File: config.mk
export PLATFORM = sky130hd
export DESIGN_NAME = dma2p_engine
export DESIGN_NICKNAME = d
export VERILOG_FILES = /design/src/rtl/dma2p_pkg.sv /design/src/rtl/dma2p_rst_sync.sv /design/src/rtl/dma2p_port.sv /design/src/rtl/dma2p_len.sv /design/src/rtl/dma2p_vec.sv /design/src/rtl/dma2p_engine.sv
export SDC_FILE = /design/constraint.sdc
export NUM_CORES = 1
export LEC_CHECK = 0
export CAP_MARGIN = 15
export CELL_PAD_IN_SITES_DETAIL_PLACEMENT = 1
export CELL_PAD_IN_SITES_GLOBAL_PLACEMENT = 1
export CORE_ASPECT_RATIO = 1.1
export CORE_MARGIN = 8
export CORE_UTILIZATION = 40
export DETAILED_ROUTE_END_ITERATION = 12
export GPL_TIMING_DRIVEN = 0
export PLACE_DENSITY_LB_ADDON = 0.08
export SLEW_MARGIN = 10
export SYNTH_ARGS = -nofsm -noshare
export SYNTH_HDL_FRONTEND = slang
export SYNTH_SLANG_ARGS = --single-unit
File: constraint.sdc
create_clock -name clk -period 4.8 [get_ports clk]
set_input_delay 0.72 -clock clk [delete_from_list [all_inputs] [get_ports clk]]
set_output_delay 0.72 -clock clk [all_outputs]
set_load 0.02 [all_outputs]
File: src/rtl/dma2p_pkg.sv
package dma2p_pkg;
  typedef enum logic [2:0] {
    S_IDLE  = 3'd0,
    S_STEP  = 3'd1,
    S_READ  = 3'd2,
    S_CMP   = 3'd3,
    S_WRITE = 3'd4,
    S_COUNT = 3'd5
  } dma_state_e;

  localparam logic [2:0] SEL_CTRL   = 3'd0;
  localparam logic [2:0] SEL_A_ADDR = 3'd1;
  localparam logic [2:0] SEL_A_MODE = 3'd2;
  localparam logic [2:0] SEL_B_ADDR = 3'd3;
  localparam logic [2:0] SEL_B_MODE = 3'd4;
  localparam logic [2:0] SEL_LEN    = 3'd5;
  localparam logic [2:0] SEL_MATCH  = 3'd6;
  localparam logic [2:0] SEL_IRQ    = 3'd7;

  localparam int CTL_WR    = 0;
  localparam int CTL_SRCH  = 1;
  localparam int CTL_A_SRC = 2;
  localparam int CTL_CONT  = 3;

  localparam int PM_IO  = 3;
  localparam int PM_UP  = 4;
  localparam int PM_FIX = 5;

  localparam int IC_ON_MATCH = 8;
  localparam int IC_ON_END   = 9;
  localparam int IC_EN       = 10;
  localparam int IC_STATVEC  = 13;
endpackage

File: src/rtl/dma2p_rst_sync.sv
module dma2p_rst_sync #(
  parameter int STAGES = 2
) (
  input  logic clk,
  input  logic rst_n,
  output logic rst_n_sync
);
  logic [STAGES-1:0] sync_q;

  always_ff @(posedge clk or negedge rst_n) begin
    if (!rst_n) sync_q <= '0;
    else        sync_q <= {sync_q[STAGES-2:0], 1'b1};
  end

  assign rst_n_sync = sync_q[STAGES-1];
endmodule

File: src/rtl/dma2p_port.sv
module dma2p_port import dma2p_pkg::*; #(
  parameter int AW = 16
) (
  input  logic          clk,
  input  logic          rst_n,
  input  logic          ld_addr,
  input  logic          ld_mode,
  input  logic [15:0]   wdata,
  input  logic          step,
  output logic [AW-1:0] addr,
  output logic          is_io,
  output logic          up,
  output logic          fixed
);
  logic [AW-1:0] addr_q, addr_d;
  logic [2:0]    mode_q, mode_d;   // {fixed, up, io}

  always_comb begin
    addr_d = addr_q;
    mode_d = mode_q;
    if (ld_mode) mode_d = {wdata[PM_FIX], wdata[PM_UP], wdata[PM_IO]};
    if (ld_addr) begin
      addr_d = AW'(wdata);
    end else if (step && !mode_q[2]) begin
      addr_d = mode_q[1] ? addr_q + 1'b1 : addr_q - 1'b1;
    end
  end

  always_ff @(posedge clk or negedge rst_n) begin
    if (!rst_n) begin
      addr_q <= '0;
      mode_q <= '0;
    end else begin
      addr_q <= addr_d;
      mode_q <= mode_d;
    end
  end

  assign addr  = addr_q;
  assign is_io = mode_q[0];
  assign up    = mode_q[1];
  assign fixed = mode_q[2];


  fixed_addr_chk: assert property (@(posedge clk) disable iff (!rst_n)
    (step && fixed && !ld_addr) |=> $stable(addr));


  up_step_chk: assert property (@(posedge clk) disable iff (!rst_n)
    (step && !fixed && up && !ld_addr) |=> (addr == AW'($past(addr) + 1'b1)));
endmodule

File: src/rtl/dma2p_len.sv
module dma2p_len #(
  parameter int LW = 16
) (
  input  logic          clk,
  input  logic          rst_n,
  input  logic          clr,
  input  logic          ld_len,
  input  logic [15:0]   wdata,
  input  logic          inc,
  output logic [LW-1:0] cnt,
  output logic          last
);
  logic [LW-1:0] len_q, len_d;
  logic [LW-1:0] cnt_q, cnt_d;

  always_comb begin
    len_d = ld_len ? LW'(wdata) : len_q;
    cnt_d = cnt_q;
    if (clr)      cnt_d = '0;
    else if (inc) cnt_d = cnt_q + 1'b1;
  end

  always_ff @(posedge clk or negedge rst_n) begin
    if (!rst_n) begin
      len_q <= '0;
      cnt_q <= '0;
    end else begin
      len_q <= len_d;
      cnt_q <= cnt_d;
    end
  end

  // the byte being counted is the last one if the counter wraps,
  // or if a nonzero length is already reached by the old count
  assign last = (&cnt_q) || ((len_q != '0) && (cnt_q >= len_q));
  assign cnt  = cnt_q;


  cnt_wrap_chk: assert property (@(posedge clk) disable iff (!rst_n)
    (inc && !clr && (&cnt)) |=> (cnt == '0));
endmodule

File: src/rtl/dma2p_vec.sv
module dma2p_vec (
  input  logic [7:0] base,
  input  logic       stat_en,
  input  logic       hit_match,
  input  logic       hit_end,
  output logic [7:0] vec
);
  always_comb begin
    if (stat_en && hit_match)    vec = {base[7:3], 2'b01, base[0]};
    else if (stat_en && hit_end) vec = {base[7:3], 2'b10, base[0]};
    else                         vec = base;
  end


  always_comb begin
    vec_code_chk: assert (!(stat_en && (hit_match || hit_end)) || (vec[2:1] != 2'b00));
  end
endmodule

File: src/rtl/dma2p_engine.sv
module dma2p_engine import dma2p_pkg::*; #(
  parameter int AW       = 16,
  parameter int LW       = 16,
  parameter int BYTE_CYC = 6
) (
  input  logic          clk,
  input  logic          rst_n,
  input  logic          cfg_we,
  input  logic [2:0]    cfg_sel,
  input  logic [15:0]   cfg_wdata,
  input  logic          start,
  output logic          bus_rd,
  output logic          bus_wr,
  output logic          bus_io,
  output logic [AW-1:0] bus_addr,
  output logic [7:0]    bus_wdata,
  input  logic [7:0]    bus_rdata,
  input  logic          bus_ready,
  output logic          busy,
  output logic          match_flag,
  output logic          end_flag,
  output logic          irq,
  output logic [7:0]    irq_vec
);
  localparam int             PW        = $clog2(BYTE_CYC + 1);
  localparam logic [PW-1:0]  PACE_LAST = PW'(BYTE_CYC - 1);

  logic rst_ns;

  dma_state_e    state_q, state_d;
  logic [PW-1:0] pace_q, pace_d, pace_nx;
  logic [3:0]    ctl_q, ctl_d;
  logic [7:0]    mval_q, mval_d, mask_q, mask_d;
  logic [7:0]    ivec_q, ivec_d;
  logic [3:0]    ictl_q, ictl_d;   // {statvec, enable, on_end, on_match}
  logic [7:0]    data_q, data_d;
  logic          first_q, first_d;
  logic          match_q, match_d;
  logic          end_q, end_d;
  logic          irq_q, irq_d;

  logic          cfg_ok, start_ok, clr_run, step_both;
  logic          pace_done, cnt_inc, stop, byte_hit, last;
  logic [LW-1:0] cnt;
  logic [AW-1:0] a_addr, b_addr, src_addr, dst_addr;
  logic          a_io, b_io, src_io, dst_io;
  logic          a_up, b_up, a_fix, b_fix;

  dma2p_rst_sync #(.STAGES(2)) u_rst (
    .clk(clk), .rst_n(rst_n), .rst_n_sync(rst_ns)
  );

  assign cfg_ok    = cfg_we && (state_q == S_IDLE);
  assign start_ok  = start && !cfg_we && (state_q == S_IDLE) && !match_q && !end_q;
  assign clr_run   = cfg_ok && (cfg_sel == SEL_CTRL);
  assign step_both = (state_q == S_STEP) && !first_q;

  dma2p_port #(.AW(AW)) u_port_a (
    .clk(clk), .rst_n(rst_ns),
    .ld_addr(cfg_ok && (cfg_sel == SEL_A_ADDR)),
    .ld_mode(cfg_ok && (cfg_sel == SEL_A_MODE)),
    .wdata(cfg_wdata), .step(step_both),
    .addr(a_addr), .is_io(a_io), .up(a_up), .fixed(a_fix)
  );

  dma2p_port #(.AW(AW)) u_port_b (
    .clk(clk), .rst_n(rst_ns),
    .ld_addr(cfg_ok && (cfg_sel == SEL_B_ADDR)),
    .ld_mode(cfg_ok && (cfg_sel == SEL_B_MODE)),
    .wdata(cfg_wdata), .step(step_both),
    .addr(b_addr), .is_io(b_io), .up(b_up), .fixed(b_fix)
  );

  dma2p_len #(.LW(LW)) u_len (
    .clk(clk), .rst_n(rst_ns), .clr(clr_run),
    .ld_len(cfg_ok && (cfg_sel == SEL_LEN)),
    .wdata(cfg_wdata), .inc(cnt_inc), .cnt(cnt), .last(last)
  );

  dma2p_vec u_vec (
    .base(ivec_q), .stat_en(ictl_q[3]),
    .hit_match(match_q), .hit_end(end_q), .vec(irq_vec)
  );

  // port role selection
  assign src_addr = ctl_q[CTL_A_SRC] ? a_addr : b_addr;
  assign src_io   = ctl_q[CTL_A_SRC] ? a_io   : b_io;
  assign dst_addr = ctl_q[CTL_A_SRC] ? b_addr : a_addr;
  assign dst_io   = ctl_q[CTL_A_SRC] ? b_io   : a_io;

  assign pace_nx   = (pace_q == PACE_LAST) ? pace_q : pace_q + 1'b1;
  assign pace_done = (pace_q == PACE_LAST);
  assign cnt_inc   = (state_q == S_COUNT) && pace_done;
  assign stop      = match_q || last;
  assign byte_hit  = ((data_q ^ mval_q) & ~mask_q) == 8'h00;

  // bus outputs come straight from registered state, so they hold while waiting
  always_comb begin
    bus_rd    = (state_q == S_READ);
    bus_wr    = (state_q == S_WRITE) && ctl_q[CTL_WR];
    bus_io    = 1'b0;
    bus_addr  = '0;
    if (bus_rd) begin
      bus_io   = src_io;
      bus_addr = src_addr;
    end else if (bus_wr) begin
      bus_io   = dst_io;
      bus_addr = dst_addr;
    end
    bus_wdata = data_q;
  end

  always_comb begin
    state_d = state_q;
    pace_d  = pace_q;
    ctl_d   = ctl_q;
    mval_d  = mval_q;
    mask_d  = mask_q;
    ivec_d  = ivec_q;
    ictl_d  = ictl_q;
    data_d  = data_q;
    first_d = first_q;
    match_d = match_q;
    end_d   = end_q;
    irq_d   = irq_q;

    if (cfg_ok) begin
      case (cfg_sel)
        SEL_CTRL:  ctl_d = cfg_wdata[3:0];
        SEL_MATCH: begin
          mval_d = cfg_wdata[7:0];
          mask_d = cfg_wdata[15:8];
        end
        SEL_IRQ: begin
          ivec_d = cfg_wdata[7:0];
          ictl_d = {cfg_wdata[IC_STATVEC], cfg_wdata[IC_EN],
                    cfg_wdata[IC_ON_END], cfg_wdata[IC_ON_MATCH]};
        end
        default: ;
      endcase
    end
    if (clr_run) begin
      first_d = 1'b1;
      match_d = 1'b0;
      end_d   = 1'b0;
      irq_d   = 1'b0;
    end

    case (state_q)
      S_IDLE: begin
        if (start_ok) state_d = S_STEP;
      end
      S_STEP: begin
        pace_d  = PW'(1);
        state_d = S_READ;
      end
      S_READ: begin
        pace_d = pace_nx;
        if (bus_ready) begin
          data_d  = bus_rdata;
          state_d = S_CMP;
        end
      end
      S_CMP: begin
        pace_d = pace_nx;
        if (ctl_q[CTL_SRCH] && byte_hit) match_d = 1'b1;
        state_d = S_WRITE;
      end
      S_WRITE: begin
        pace_d = pace_nx;
        if (!ctl_q[CTL_WR] || bus_ready) state_d = S_COUNT;
      end
      S_COUNT: begin
        pace_d = pace_nx;
        if (pace_done) begin
          first_d = 1'b0;
          end_d   = end_q | last;
          if (stop && ictl_q[2] &&
              ((match_q && ictl_q[0]) || (last && ictl_q[1])))
            irq_d = 1'b1;
          state_d = (stop || !ctl_q[CTL_CONT]) ? S_IDLE : S_STEP;
        end
      end
      default: state_d = S_IDLE;
    endcase
  end

  always_ff @(posedge clk or negedge rst_ns) begin
    if (!rst_ns) begin
      state_q <= S_IDLE;
      pace_q  <= '0;
      ctl_q   <= '0;
      mval_q  <= '0;
      mask_q  <= '0;
      ivec_q  <= '0;
      ictl_q  <= '0;
      data_q  <= '0;
      first_q <= 1'b1;
      match_q <= 1'b0;
      end_q   <= 1'b0;
      irq_q   <= 1'b0;
    end else begin
      state_q <= state_d;
      pace_q  <= pace_d;
      ctl_q   <= ctl_d;
      mval_q  <= mval_d;
      mask_q  <= mask_d;
      ivec_q  <= ivec_d;
      ictl_q  <= ictl_d;
      data_q  <= data_d;
      first_q <= first_d;
      match_q <= match_d;
      end_q   <= end_d;
      irq_q   <= irq_d;
    end
  end

  assign busy       = (state_q != S_IDLE);
  assign match_flag = match_q;
  assign end_flag   = end_q;
  assign irq        = irq_q;


  rd_hold_chk: assert property (@(posedge clk) disable iff (!rst_ns)
    (bus_rd && !bus_ready) |=> (bus_rd && $stable(bus_addr) && $stable(bus_io)));


  wr_hold_chk: assert property (@(posedge clk) disable iff (!rst_ns)
    (bus_wr && !bus_ready) |=> (bus_wr && $stable(bus_addr) && $stable(bus_io) && $stable(bus_wdata)));


  irq_at_stop_chk: assert property (@(posedge clk) disable iff (!rst_ns)
    $rose(irq) |-> $fell(busy));


  end_at_stop_chk: assert property (@(posedge clk) disable iff (!rst_ns)
    $rose(end_flag) |-> $fell(busy));


  match_stop_chk: assert property (@(posedge clk) disable iff (!rst_ns)
    (match_flag && cnt_inc) |=> !busy);
endmodule

# After elaboration in Yosys (flattened, before gate mapping)

Cells that the tools add are included.

Input port bits: 32
Logic and storage cells: 141
Register bits: 122
Output and inout bits: 39

Add/subtract/negate cells: 6
Reduce and logical (&&, ||, !) cells: 54
Muxes and demuxes: 39
Equal/unequal tests: 18
Order comparisons: 1
Bitwise operators: 4

Operators by type and width:

| cell                  | number |
|---|---|
| $mux 16               | 12 |
| $add 16x1->16 const B | 3 |
| $sub 16x1->16 const B | 2 |
| $logic_and 1x1->1     | 24 |
| $eq 3x3->1 const B    | 7 |
| $mux 3                | 7 |
| $mux 1                | 18 |
| $pmux 3 s6            | 1 |
| $ge 16x16->1          | 1 |
| $reduce_and 16->1     | 1 |
| $reduce_bool 16->1    | 1 |
| $eq 3x2->1 const B    | 4 |
| $reduce_and 2->1      | 5 |
| $and 8x8->8           | 1 |
| $logic_not 1->1       | 8 |
| $logic_not 8->1       | 1 |
| $not 8->8             | 1 |
| $reduce_bool 2->1     | 4 |
| $xor 8x8->8           | 1 |
| $eq 3x1->1 const B    | 2 |
| $logic_not 3->1       | 2 |
| $ne 2x2->1 const B    | 3 |
| $pmux 3 s2            | 1 |
| $logic_or 1x1->1      | 5 |
| 6 further kinds       | 7 |

# Longest topological paths before layout

Gate-level depths: netlist of the first run.

Depth in word-level cells: 9
Gate-level depth with buffers: 11
Depth with buffers taken out: 10

# Cells and area by module

Synthesis of the first run repeated with hierarchy kept, for this count alone.

Cell total of the unflattened synthesis: 814
Area total of the unflattened synthesis: 7940.1 um^2

By module, submodules not included:

| module                | cells each | area an instance (um^2) | seq. area each (um^2) | instances |
|---|---|---|---|---|
| dma2p_engine          | 235        | 2731.4                  | 1252.5                | 1 |
| dma2p_len             | 192        | 1779.2                  | 800.8                 | 1 |
| dma2p_port (u_port_a) | 193        | 1676.6                  | 475.5                 | 1 |
| dma2p_port (u_port_b) | 181        | 1631.6                  | 475.5                 | 1 |
| dma2p_vec             | 10         | 67.6                    | 0.0                   | 1 |
| dma2p_rst_sync        | 3          | 53.8                    | 50.0                  | 1 |

# Worst setup path after synthesis of the first run

Ideal clock, no wire load.

Kind: register -> output
Start point: register state_q[0]
End point: output port bus_addr[10]
Data arrival time: 1.876 ns
Required time: 4.080 ns
Path buffers: 2
Cell stages (with the launch flop): 6
Setup slack: 2.204 ns
Cell sequence: dfrtp_1 buf_4 nor3_1 clkbuf_1 a22oi_1 a21oi_1

Cells in the longest elaborated chain, start to end: 4
Elaborated cells on any way between the ends: 5
Those cells by class: 2 x eq/ne; 2 x mux; 1 x reduce/logical

RTL lines:

| element                  | line                | source |
|---|---|---|
| start: declaration       | dma2p_engine.sv:30  | `dma_state_e state_q, state_d;` |
| start signal: assignment | dma2p_engine.sv:203 | `state_q <= state_d;` |
| $eq 3x3->1               | dma2p_engine.sv:100 | `bus_wr = (state_q == S_WRITE) && ctl_q[CTL_WR];` |
| $logic_and 1x1->1        | dma2p_engine.sv:100 |  |
| via bus_wr               | dma2p_engine.sv:13  | `output logic bus_wr,` |
| $mux 16                  | dma2p_engine.sv:106 | `end else if (bus_wr) begin` |
| $mux 16                  | dma2p_engine.sv:103 | `if (bus_rd) begin` |
| end: declaration         | dma2p_engine.sv:15  | `output logic [AW-1:0] bus_addr,` |

The timed path passes the listed nets, and every way through them passes these cells.

# Worst setup path in the final report of the first run

Start point: register state_q[2]
End point: output port bus_io

Cells in the longest elaborated chain, start to end: 4
Elaborated cells on any way between the ends: 5
Those cells by class: 2 x eq/ne; 2 x mux; 1 x reduce/logical

RTL lines:

| element           | line                | source |
|---|---|---|
| $eq 3x3->1        | dma2p_engine.sv:100 |  |
| $logic_and 1x1->1 | dma2p_engine.sv:100 |  |
| $mux 1            | dma2p_engine.sv:106 |  |
| $mux 1 (*)        | dma2p_engine.sv:103 |  |
| end: declaration  | dma2p_engine.sv:14  | `output logic bus_io,` |

Mark *: on every way between the ends. The rest lies on a longest branch, timed or not.

==> results of run 1 <==
## routing by layer
| metal | vias up | GRT usage [%] |
|---|---|---|
| li1 | 2916 | - |
| met1 | 3163 | 24.8 |
| met2 | 89 | 37.2 |
| met3 | 32 | 4.01 |
| met4 | 0 | 7.97 |
| met5 | - | 0 |
## synthesized netlist by cell type (7+ instances only)
cell / count
sky130_fd_sc_hd__a21o_1: 11
sky130_fd_sc_hd__a21oi_1: 48
sky130_fd_sc_hd__a221o_1: 7
sky130_fd_sc_hd__a221oi_1: 18
sky130_fd_sc_hd__a22oi_1: 40
sky130_fd_sc_hd__buf_2: 9
sky130_fd_sc_hd__buf_4: 8
sky130_fd_sc_hd__clkbuf_1: 18
sky130_fd_sc_hd__dfrtp_1: 121
sky130_fd_sc_hd__ha_1: 48
sky130_fd_sc_hd__inv_1: 29
sky130_fd_sc_hd__mux2_2: 63
sky130_fd_sc_hd__nand2_1: 32
sky130_fd_sc_hd__nand3_1: 16
sky130_fd_sc_hd__nand4_1: 7
sky130_fd_sc_hd__nor2_1: 54
sky130_fd_sc_hd__nor3_1: 19
sky130_fd_sc_hd__o21ai_0: 38
sky130_fd_sc_hd__o21ai_1: 9
sky130_fd_sc_hd__or3_1: 9
sky130_fd_sc_hd__xnor2_1: 18
sky130_fd_sc_hd__xor2_1: 21
## state kept, by name (all words and copies together), names as in the netlist
name	cells
bus_wdata	8
ctl_q	4
end_flag	1
first_q	1
ictl_q	4
irq	1
ivec_q	8
mask_q	8
match_flag	1
mval_q	8
pace_q	3
state_q	3
u_len.cnt	16
u_len.len_q	16
u_port_a.addr	16
u_port_a.mode_q	3
u_port_b.addr	16
u_port_b.mode_q	3
u_rst.sync_q	2
## stage by stage
stage	utilization (%)	power (mW)	instances	TNS (ns)	area, um2
after floorplan	-	4.68	738	0	7460
after global placement	46.0	5.69	1049	-49.98	8440
after detailed placement	46.3	5.90	1051	0	8490
after CTS	49.5	7.26	1083	0	9080
after global routing	49.5	7.79	1083	0	9080
final	49.5	7.21	1083	0	9080
## kinds of logic (layout without fill, tap and decap cells)
kind of cell | Yosys count | in the layout
AO/OA/AOI/OAI | 217 | 217
AND/OR/NAND/NOR | 178 | 178
flip-flops | 122 | 122
buffers and inverters | 66 | 168
multiplexers | 65 | 65
adder cells (fa/ha/maj) | 50 | 50
XOR/XNOR | 39 | 39
other | 1 | 1
## worst paths after layout
| check | start | to | slack, ns |
|---|---|---|---|
| max | state_q[2] | bus_io | 0.88 |
| max in group asynchronous | u_rst.sync_q[1] | u_port_a.mode_q[0] | 3.65 |
| min in group clk | u_rst.sync_q[0] | u_rst.sync_q[1] | 0.35 |
| min reg2reg | u_rst.sync_q[1] | u_len.cnt[9] | 0.24 |
| max reg2reg | u_port_b.mode_q[1] | u_port_b.addr[15] | 1.80 |
| min | u_rst.sync_q[1] | u_len.cnt[9] | 0.24 |
## critical path: stages (launching register included)
cell and delay (ns):
sky130_fd_sc_hd__dfrtp_1 0.35, sky130_fd_sc_hd__buf_4 0.19, sky130_fd_sc_hd__nand2_1 0.06, sky130_fd_sc_hd__nor3_1 0.63, sky130_fd_sc_hd__clkbuf_1 0.46, sky130_fd_sc_hd__a22oi_1 0.13
sky130_fd_sc_hd__a21oi_1 0.29, sky130_fd_sc_hd__clkdlybuf4s50_1 0.67
## placed cells by master (no fill, tap or decap), drive strengths merged, types with 32 or more instances in the layout
| master | count |
|---|---|
| a21oi | 51 |
| a22oi | 40 |
| clkbuf | 42 |
| clkdlybuf4s50 | 68 |
| dfrtp | 121 |
| ha | 48 |
| mux2 | 63 |
| nand2 | 32 |
| nor2 | 55 |
| o21ai | 48 |
## cell type report
| cell class | count | area share (%) |
|---|---|---|
| buffer | 37 | 2.07 |
| multi-input combinational | 550 | 45.2 |
| clock inverter | 8 | 1.29 |
| sequential | 122 | 33.7 |
| timing repair buffer | 70 | 8.02 |
| inverter | 29 | 1.20 |
| tap | 243 | 3.35 |
| clock buffer | 24 | 5.19 |
## power breakdown
group          internal (mW)  total, mW  switching (mW)
Sequential              1.52       2.08           0.557
Combinational           1.78       3.83            2.05
Clock                  0.840       1.30           0.464
==> qor.json, run 1 <==
{
  "syn-instance-count": {"value": 738},
  "detail_route.wirelength.met1": {"value": 10100, "unit": "um"},
  "p_leak": {"value": 3.88, "unit": "nW"},
  "cellPowerDensity": {"value": 794, "unit": "nW/um2"},
  "combinational_family_with_the_most_area_after_synthesis": {"value": "compound AO/OA/AOI/OAI gates"},
  "report.final.hold_viol_count": {"value": 0},
  "yosysTopAreaCell": {"value": "sky130_fd_sc_hd__dfrtp_1"},
  "yosys_warnings": {"value": 0},
  "antenna_cells": {"value": 0},
  "route.vias.total": {"value": 6200},
  "cts-root-buf": {"value": "sky130_fd_sc_hd__clkbuf_16"},
  "synth.distinct_cells": {"value": 64},
  "postCtsResizedCells": {"value": 0},
  "timing.max_cap.violations": {"value": 0},
  "timing.final.max_slew_violations": {"value": 0},
  "nets": {"value": 909},
  "worstPathArrival": {"value": 3.20, "unit": "ns"},
  "syn_area_per_cell": {"value": 10.1, "unit": "um2"},
  "slew_hr": {"value": 45.2, "unit": "%"},
  "cts_tree": {"value": "built"},
  "detailedPlace.worstSlack": {"value": 1.38, "unit": "ns"},
  "period_minus_slack": {"value": 3.92, "unit": "ns"},
  "timing.critical_path.required": {"value": 4.08, "unit": "ns"},
  "xor_xnor_share_of_the_synthesized_area": {"value": 4.58, "unit": "%"},
  "worst_hold_path_type": {"value": "flip-flop to asynchronous set/reset pin"},
  "detail_route.wirelength": {"value": 23800, "unit": "um"},
  "r2r.worst_path.cells": {"value": 10},
  "wire_per_inst": {"value": 22.0, "unit": "um"},
  "vdd.ir_drop.worst": {"value": 0.346, "unit": "mV"},
  "remaining_drc_errors": {"value": 0},
  "cts.path.max_buffers": {"value": 2},
  "area_growth": {"value": 21.8, "unit": "%"},
  "clock_sink_count": {"value": 122},
  "dr.max_layer_used": {"value": "met4"},
  "synth.ff_latch_count": {"value": 122},
  "dominantRegCellSynth": {"value": "sky130_fd_sc_hd__dfrtp_1"},
  "floorplan.die.width": {"value": 146, "unit": "um"},
  "initial_utilization": {"value": 40.6, "unit": "%"},
  "cp-end-kind": {"value": "output port"},
  "detailedRoute.firstPassIterationCount": {"value": 5},
  "synth_edf_count": {"value": 0},
  "crit_path_max_fanout": {"value": 10},
  "globalRouteTotalUtil": {"value": 21.1, "unit": "%"},
  "first_global_vias": {"value": 6801},
  "synth.area.mux_share": {"value": 9.78, "unit": "%"},
  "number_of_buffers_created_by_cts": {"value": 17},
  "max_freq": {"value": 255, "unit": "MHz"},
  "worst_hold_slack": {"value": 0.240, "unit": "ns"},
  "final_critical_path_setup_slack": {"value": 0.880, "unit": "ns"},
  "rows": {"value": 52},
  "count_of_filler_cells_inserted_in_the_layout": {"value": 2067},
  "simple_gate_fraction_of_synth_area": {"value": 12.4, "unit": "%"},
  "synth_area": {"value": 7460, "unit": "um2"},
  "run_status": {"value": "finished, final reports clean"},
  "grt_setup_unrepaired": {"value": "false"},
  "seq_area": {"value": 3060, "unit": "um2"},
  "drtAntennaViolNets": {"value": 0},
  "post_cts_buffers": {"value": 0},
  "cells_taking_the_most_area_after_synthesis": {"value": "sky130_fd_sc_hd__dfrtp_1, sky130_fd_sc_hd__mux2_2, sky130_fd_sc_hd__ha_1"},
  "numPortBuffers": {"value": 68},
  "placeableCoreArea": {"value": 18300, "unit": "um2"},
  "grt_antenna_before_repair": {"value": 2},
  "synth_largest_type_area_fraction": {"value": 40.6, "unit": "%"},
  "cts.htree.levels": {"value": 4},
  "routed-wl-met3": {"value": 775, "unit": "um"},
  "syn_nets": {"value": 820},
  "criticalPathCategory": {"value": "flip-flop to output port"},
  "finalSetupViolations": {"value": 0},
  "clock_skew": {"value": 0.00923, "unit": "ns"},
  "die-height": {"value": 159, "unit": "um"},
  "globalRoute.totalOverflow": {"value": 0},
  "fp.dieArea": {"value": 23300, "unit": "um2"},
  "routed-wl-met2": {"value": 12500, "unit": "um"},
  "grt_max_degree": {"value": 59},
  "synth-adder-area-share": {"value": 8.59, "unit": "%"},
  "seq_area_frac_synth": {"value": 41.0, "unit": "%"},
  "cts_hold_repair.buffers": {"value": 0},
  "floorplan.io_pins": {"value": 71},
  "synth_compound_gate_area_share": {"value": 19.6, "unit": "%"},
  "routed_via_density": {"value": 5.72},
  "layout_worst_path_cycle_share": {"value": 81.7, "unit": "%"},
  "share_of_layout_cells_above_drive_strength_1": {"value": 15.5, "unit": "%"},
  "multiInputGateArea": {"value": 4110, "unit": "um2"},
  "worst-slew-pin-transition": {"value": 0.816, "unit": "ns"},
  "gp_congestion": {"value": 0.860},
  "worstSkewPairLatency": {"value": 0.42, "unit": "ns"},
  "detailed_place_hpwl": {"value": 17600, "unit": "um"},
  "synth-async-reset-ratio": {"value": 100, "unit": "%"},
  "detailedRoute.firstIterationViolations": {"value": 304},
  "cp-start-kind": {"value": "flip-flop"},
  "grt_first_pass_wirelength": {"value": 38500, "unit": "um"},
  "cts.clk_slew.worst_paths": {"value": 0.06, "unit": "ns"}
}
Power figures use the tool's default switching activity.
==> run 2: changes to the inputs <==
==> constraint.sdc (replaced) <==
create_clock -name clk -period 3.5 [get_ports clk]
set_input_delay 0.525 -clock clk [delete_from_list [all_inputs] [get_ports clk]]
set_output_delay 0.525 -clock clk [all_outputs]
set_load 0.02 [all_outputs]
==> run 2 against run 1 <==
  * Wire length is 0.33% lower
  * Setup slack worse by 0.72 ns
  * Final cell count grew 0.18%
  * Total power up 40%
  * Combinational power up 38%
  * First-iteration DRC count is 9.2% higher
  * Final area rose by 1.3%
  * Critical path depth unchanged
  * Critical path type unchanged
  * Largest power group unchanged
==> qor.json, run 2 (synthesis results as in run 1) <==
{
  "cts_tree": {"value": "built"},
  "rows": {"value": 52},
  "globalRouteTotalUtil": {"value": 20.9, "unit": "%"},
  "cellPowerDensity": {"value": 1100, "unit": "nW/um2"},
  "count_of_filler_cells_inserted_in_the_layout": {"value": 2067},
  "final_critical_path_setup_slack": {"value": 0.157, "unit": "ns"},
  "vdd.ir_drop.worst": {"value": 0.587, "unit": "mV"},
  "numPortBuffers": {"value": 68},
  "nets": {"value": 911},
  "crit_path_max_fanout": {"value": 10},
  "first_global_vias": {"value": 6843},
  "cts.htree.levels": {"value": 4},
  "number_of_buffers_created_by_cts": {"value": 17},
  "slew_hr": {"value": 60.2, "unit": "%"},
  "finalCoreUtilization": {"value": 50.2, "unit": "%"},
  "criticalPathCategory": {"value": "flip-flop to output port"},
  "grt_setup_unrepaired": {"value": "false"},
  "globalRoute.totalOverflow": {"value": 0},
  "grt_antenna_before_repair": {"value": 1},
  "p_leak": {"value": 3.94, "unit": "nW"},
  "finalSetupViolations": {"value": 0},
  "detailedPlace.worstSlack": {"value": 0.219, "unit": "ns"},
  "instances_no_fill": {"value": 1085},
  "cts.path.max_buffers": {"value": 2},
  "wire_per_inst": {"value": 21.9, "unit": "um"},
  "floorplan.io_pins": {"value": 71},
  "worstPathArrival": {"value": 2.82, "unit": "ns"},
  "clock_skew": {"value": 0.0130, "unit": "ns"},
  "report.final.hold_viol_count": {"value": 0},
  "routed_via_density": {"value": 5.74},
  "route.vias.total": {"value": 6232},
  "placed_cells": {"value": 1051},
  "cts.clk_slew.worst_paths": {"value": 0.06, "unit": "ns"},
  "die-height": {"value": 159, "unit": "um"},
  "detailed_place_hpwl": {"value": 17500, "unit": "um"},
  "gp_congestion": {"value": 0.836},
  "max_freq": {"value": 299, "unit": "MHz"},
  "cts-root-buf": {"value": "sky130_fd_sc_hd__clkbuf_16"},
  "cts_hold_repair.buffers": {"value": 0},
  "clock_sink_count": {"value": 122},
  "layout_worst_path_cycle_share": {"value": 95.5, "unit": "%"},
  "final_common_cell": {"value": "sky130_fd_sc_hd__dfrtp_1"},
  "initial_utilization": {"value": 40.6, "unit": "%"},
  "cp-end-kind": {"value": "output port"},
  "worst_hold_path_type": {"value": "input port to asynchronous set/reset pin"},
  "share_of_layout_cells_above_drive_strength_1": {"value": 17.1, "unit": "%"},
  "detailedRoute.firstIterationViolations": {"value": 332},
  "antenna_cells": {"value": 0},
  "period_minus_slack": {"value": 3.34, "unit": "ns"},
  "drtAntennaViolNets": {"value": 0},
  "timing.final.max_slew_violations": {"value": 0},
  "grt_first_pass_wirelength": {"value": 38400, "unit": "um"},
  "fp.dieArea": {"value": 23300, "unit": "um2"},
  "grt_max_degree": {"value": 64},
  "timing.max_cap.violations": {"value": 0},
  "run_status": {"value": "finished, final reports clean"},
  "remaining_drc_errors": {"value": 0},
  "floorplan.die.width": {"value": 146, "unit": "um"},
  "worstSkewPairLatency": {"value": 0.42, "unit": "ns"},
  "cp-start-kind": {"value": "flip-flop"},
  "detailedRoute.firstPassIterationCount": {"value": 4},
  "timing.setup.tns": {"value": 0, "unit": "ns"},
  "area_growth": {"value": 23.4, "unit": "%"},
  "detail_route.wirelength": {"value": 23800, "unit": "um"},
  "placeableCoreArea": {"value": 18300, "unit": "um2"},
  "timing.critical_path.required": {"value": 2.97, "unit": "ns"},
  "final_cell_mix": {"value": "sky130_fd_sc_hd__dfrtp_1, sky130_fd_sc_hd__clkdlybuf4s50_1, sky130_fd_sc_hd__mux2_2"},
  "finalPower": {"value": 10.1, "unit": "mW"},
  "worst-slew-pin-transition": {"value": 0.596, "unit": "ns"}
}
[run 2: changes by cell type in the layout (fill, tap and decap cells not counted), sizes merged]
cell      before  now
clkinv         4    5
buf           21   23
clkinvlp       1    3
clkbuf        42   37
bufinv         3    5
[run 2: worst paths after layout]
path	from	endpoint	slack, ns	cells after the start
min in group clk	u_rst.sync_q[0]	u_rst.sync_q[1]	0.35	0
max in group asynchronous	u_rst.sync_q[1]	u_len.len_q[5]	2.57	2
max	state_q[2]	bus_addr[2]	0.16	7
min	rst_n	u_rst.sync_q[1]	0.27	1
min reg2reg	u_rst.sync_q[1]	u_len.cnt[7]	0.32	1
max reg2reg	u_port_a.mode_q[1]	u_port_a.addr[15]	0.52	10
[run 2: through the flow]
step	hold WS (ns)	cell area [um2]
finish	0.268	9200
global route	0.264	9200
CTS	0.253	9190
detailed placement	0.325	8500
global placement	0.337	8440
floorplan	0.229	7460
[run 2: cell type report]
cell class | instances | area [um2] | area share (%)
Tap cell | 243 | 304 | 3.30
Sequential cell | 122 | 3060 | 33.2
Clock inverter | 13 | 198 | 2.15
Timing Repair Buffer | 72 | 763 | 8.29
Clock buffer | 19 | 453 | 4.92
Inverter | 29 | 109 | 1.18
Buffer | 37 | 194 | 2.11
Multi-Input combinational cell | 550 | 4120 | 44.8
[run 2: repair_timing]
action / in CTS / in global routing
pin swaps: 0 / 0
gates resized for setup: 5 / 6
buffers inserted: 2 / 0
setup endpoints to repair: 15 / 15
[run 2: metal layers]
metal | vias up | wire length, um | GRT usage, %
met3 | 14 | 618 | 3.38
met4 | 0 | 282 | 6.00
li1 | 2940 | - | -
met2 | 77 | 13000 | 39.1
met1 | 3201 | 9880 | 24.0
met5 | - | 0 | 0
[run 2: worst max-delay path, cell delays in order, from the launching register on]
cell	delay [ns]
sky130_fd_sc_hd__dfrtp_1	0.39
sky130_fd_sc_hd__buf_4	0.18
sky130_fd_sc_hd__nor3b_4	0.21
sky130_fd_sc_hd__buf_12	0.15
sky130_fd_sc_hd__clkbuf_1	0.37
sky130_fd_sc_hd__a221oi_1	0.16
sky130_fd_sc_hd__a21oi_1	0.25
sky130_fd_sc_hd__clkdlybuf4s50_1	0.67
[run 2: report_power, final]
group	internal, mW	switching (mW)
sequential	2.09	0.763
clock	1.29	0.661
combinational	2.46	2.82
total	5.84	4.24
==> run 3: changes to the inputs <==
--- a/config.mk
+++ b/config.mk
@@ -14,6 +14,7 @@
 export DETAILED_ROUTE_END_ITERATION = 12
 export GPL_TIMING_DRIVEN = 0
 export PLACE_DENSITY_LB_ADDON = 0.08
+export REMOVE_ABC_BUFFERS = 1
 export SLEW_MARGIN = 10
 export SYNTH_ARGS = -nofsm -noshare
 export SYNTH_HDL_FRONTEND = slang
==> run 3 against run 2 <==
  * Die area unchanged
  * Core utilization fell by 1.1 points
  * Setup slack gained 0.0089 ns
  * Critical path type unchanged
  * Critical endpoint is now bus_addr[13]
  * Largest cell class unchanged
==> qor.json, run 3 (synthesis results as in run 1) <==
{
  "detailed_place.area": {"value": 8410, "unit": "um2"},
  "worstSkewPairLatency": {"value": 0.43, "unit": "ns"},
  "layout_worst_path_cycle_share": {"value": 95.3, "unit": "%"},
  "timing.critical_path.required": {"value": 2.97, "unit": "ns"},
  "r2r.worst_path.cells": {"value": 10},
  "timing.final.max_slew_violations": {"value": 0},
  "clock_skew": {"value": 0.00978, "unit": "ns"},
  "worst-slew-pin-transition": {"value": 1.20, "unit": "ns"},
  "report.final.hold_viol_count": {"value": 0},
  "cp-start-kind": {"value": "flip-flop"},
  "period_minus_slack": {"value": 3.33, "unit": "ns"},
  "cts.htree.levels": {"value": 4},
  "reg2reg_to": {"value": "u_port_a.addr[15]"},
  "die-height": {"value": 159, "unit": "um"},
  "run_status": {"value": "finished, final reports clean"},
  "share_of_layout_cells_above_drive_strength_1": {"value": 15.5, "unit": "%"},
  "globalRoute.totalOverflow": {"value": 0},
  "internal-power": {"value": 5.42, "unit": "mW"},
  "floorplan.io_pins": {"value": 71},
  "gp_congestion": {"value": 0.797},
  "placeableCoreArea": {"value": 18300, "unit": "um2"},
  "netSwitchingPower": {"value": 4.29, "unit": "mW"},
  "power.share.sequential": {"value": 29.8, "unit": "%"},
  "detail_route.wirelength": {"value": 22900, "unit": "um"},
  "floorplan.die.width": {"value": 146, "unit": "um"},
  "grt_max_degree": {"value": 51},
  "max_freq": {"value": 300, "unit": "MHz"},
  "timing.setup.tns": {"value": 0, "unit": "ns"},
  "p_leak": {"value": 3.84, "unit": "nW"},
  "cts_hold_repair.buffers": {"value": 0},
  "wire_per_inst": {"value": 21.7, "unit": "um"},
  "slew_hr": {"value": 19.6, "unit": "%"},
  "criticalPathCategory": {"value": "flip-flop to output port"},
  "worstPathArrival": {"value": 2.81, "unit": "ns"},
  "timing.max_cap.violations": {"value": 0},
  "vdd.ir_drop.worst": {"value": 0.472, "unit": "mV"},
  "finalSetupViolations": {"value": 0},
  "final_cell_mix": {"value": "sky130_fd_sc_hd__dfrtp_1, sky130_fd_sc_hd__clkdlybuf4s50_1, sky130_fd_sc_hd__mux2_2"},
  "globalRouteTotalUtil": {"value": 20.0, "unit": "%"},
  "final_common_cell": {"value": "sky130_fd_sc_hd__dfrtp_1"},
  "routed_via_density": {"value": 5.83},
  "finalPower": {"value": 9.71, "unit": "mW"},
  "cts.clk_slew.worst_paths": {"value": 0.07, "unit": "ns"},
  "cellPowerDensity": {"value": 1080, "unit": "nW/um2"},
  "p_sw_share": {"value": 44.1, "unit": "%"},
  "detailed_place_hpwl": {"value": 16400, "unit": "um"},
  "r2r_setup_slack": {"value": 0.53, "unit": "ns"},
  "cts-root-buf": {"value": "sky130_fd_sc_hd__clkbuf_16"},
  "initial_utilization": {"value": 40.6, "unit": "%"},
  "power.clock.fraction": {"value": 17.8, "unit": "%"},
  "route.vias.total": {"value": 6161},
  "rows": {"value": 52},
  "number_of_buffers_created_by_cts": {"value": 17},
  "worst_hold_slack": {"value": 0.258, "unit": "ns"},
  "detailedRoute.firstPassIterationCount": {"value": 5},
  "design_area": {"value": 9010, "unit": "um2"},
  "area_growth": {"value": 20.8, "unit": "%"},
  "cts_tree": {"value": "built"},
  "grt_setup_unrepaired": {"value": "false"},
  "remaining_drc_errors": {"value": 0},
  "placed_cells": {"value": 1020},
  "numPortBuffers": {"value": 70},
  "drtAntennaViolNets": {"value": 0},
  "clock_sink_count": {"value": 122},
  "nets": {"value": 882},
  "fp.dieArea": {"value": 23300, "unit": "um2"},
  "share_comb_of_total_power": {"value": 52.4, "unit": "%"},
  "grt_first_pass_wirelength": {"value": 36800, "unit": "um"},
  "detailedRoute.firstIterationViolations": {"value": 326},
  "first_global_vias": {"value": 6715},
  "cts.path.max_buffers": {"value": 2},
  "cp-end-kind": {"value": "output port"},
  "grt_antenna_before_repair": {"value": 0},
  "r2r_start": {"value": "u_port_a.mode_q[1]"},
  "antenna_cells": {"value": 0},
  "crit_path_max_fanout": {"value": 28},
  "worst_hold_path_type": {"value": "input port to asynchronous set/reset pin"},
  "instances_no_fill": {"value": 1056}
}
run 3: changes by cell type in the layout (fill, tap and decap cells not counted), moves of 6 or more:
cell                       previous run  this run
sky130_fd_sc_hd__buf_2                9         0
sky130_fd_sc_hd__clkbuf_1            13         0
sky130_fd_sc_hd__inv_6                0         6
sky130_fd_sc_hd__inv_8                0         6
run 3: worst max-delay path by stage:
stage | slack, ns | to | from
2_1_floorplan | -0.34 | bus_addr[0] | state_q[2]
3_3_place_gp | -1.76 | u_port_a.addr[9] | u_rst.sync_q[1]
3_5_place_dp | 0.33 | u_port_a.addr[11] | cfg_sel[2]
4_1_cts | 0.09 | bus_addr[13] | state_q[1]
5_1_grt | 0.01 | bus_addr[10] | state_q[2]
6_report | 0.17 | bus_addr[13] | state_q[1]
run 3: cell type report:
| cell class | instances | area [um2] |
|---|---|---|
| fillers | 2022 | 9340 |
| repair buffers | 80 | 843 |
| clock inverters | 15 | 145 |
| well taps | 243 | 304 |
| flip-flops and latches | 122 | 3060 |
| clock buffers | 17 | 425 |
| inverters | 29 | 109 |
| multi-input cells | 550 | 4120 |
run 3: routing by layer:
metal	wire length, um	GRT usage (%)
met2	11300	33.8
met3	984	5.12
met5	0	0
met1	9800	23.6
met4	827	8.63
run 3: per-stage QoR:
stage / setup WS [ns] / util [%]
finish: 0.166 / 49.1
global route: 0.0123 / 49.1
CTS: 0.0938 / 48.9
detailed placement: 0.328 / 45.8
global placement: -1.76 / 45.1
floorplan: -0.337 / -
run 3: power groups by stage:
stage,logic (mW),registers (mW),clock network [mW]
2_1_floorplan,3.55,2.76,0
3_3_place_gp,4.81,2.88,0
3_5_place_dp,5.05,2.90,0
4_1_cts,5.12,2.89,1.77
5_1_grt,5.69,3.00,1.82
6_report,5.09,2.89,1.73
run 3: critical path: stages (launching register included):
cell and delay (ns):
sky130_fd_sc_hd__dfrtp_1 0.57, sky130_fd_sc_hd__nor3b_4 0.47, sky130_fd_sc_hd__buf_8 0.25, sky130_fd_sc_hd__a221oi_1 0.11, sky130_fd_sc_hd__a21oi_1 0.30, sky130_fd_sc_hd__clkdlybuf4s50_1 0.69
run 3: timing repair:
| action | 4_1_cts | 5_1_grt |
|---|---|---|
| buffers inserted | 0 | 4 |
| endpoints found under the setup margin | 0 | 3 |
| gates resized for setup | 0 | 0 |
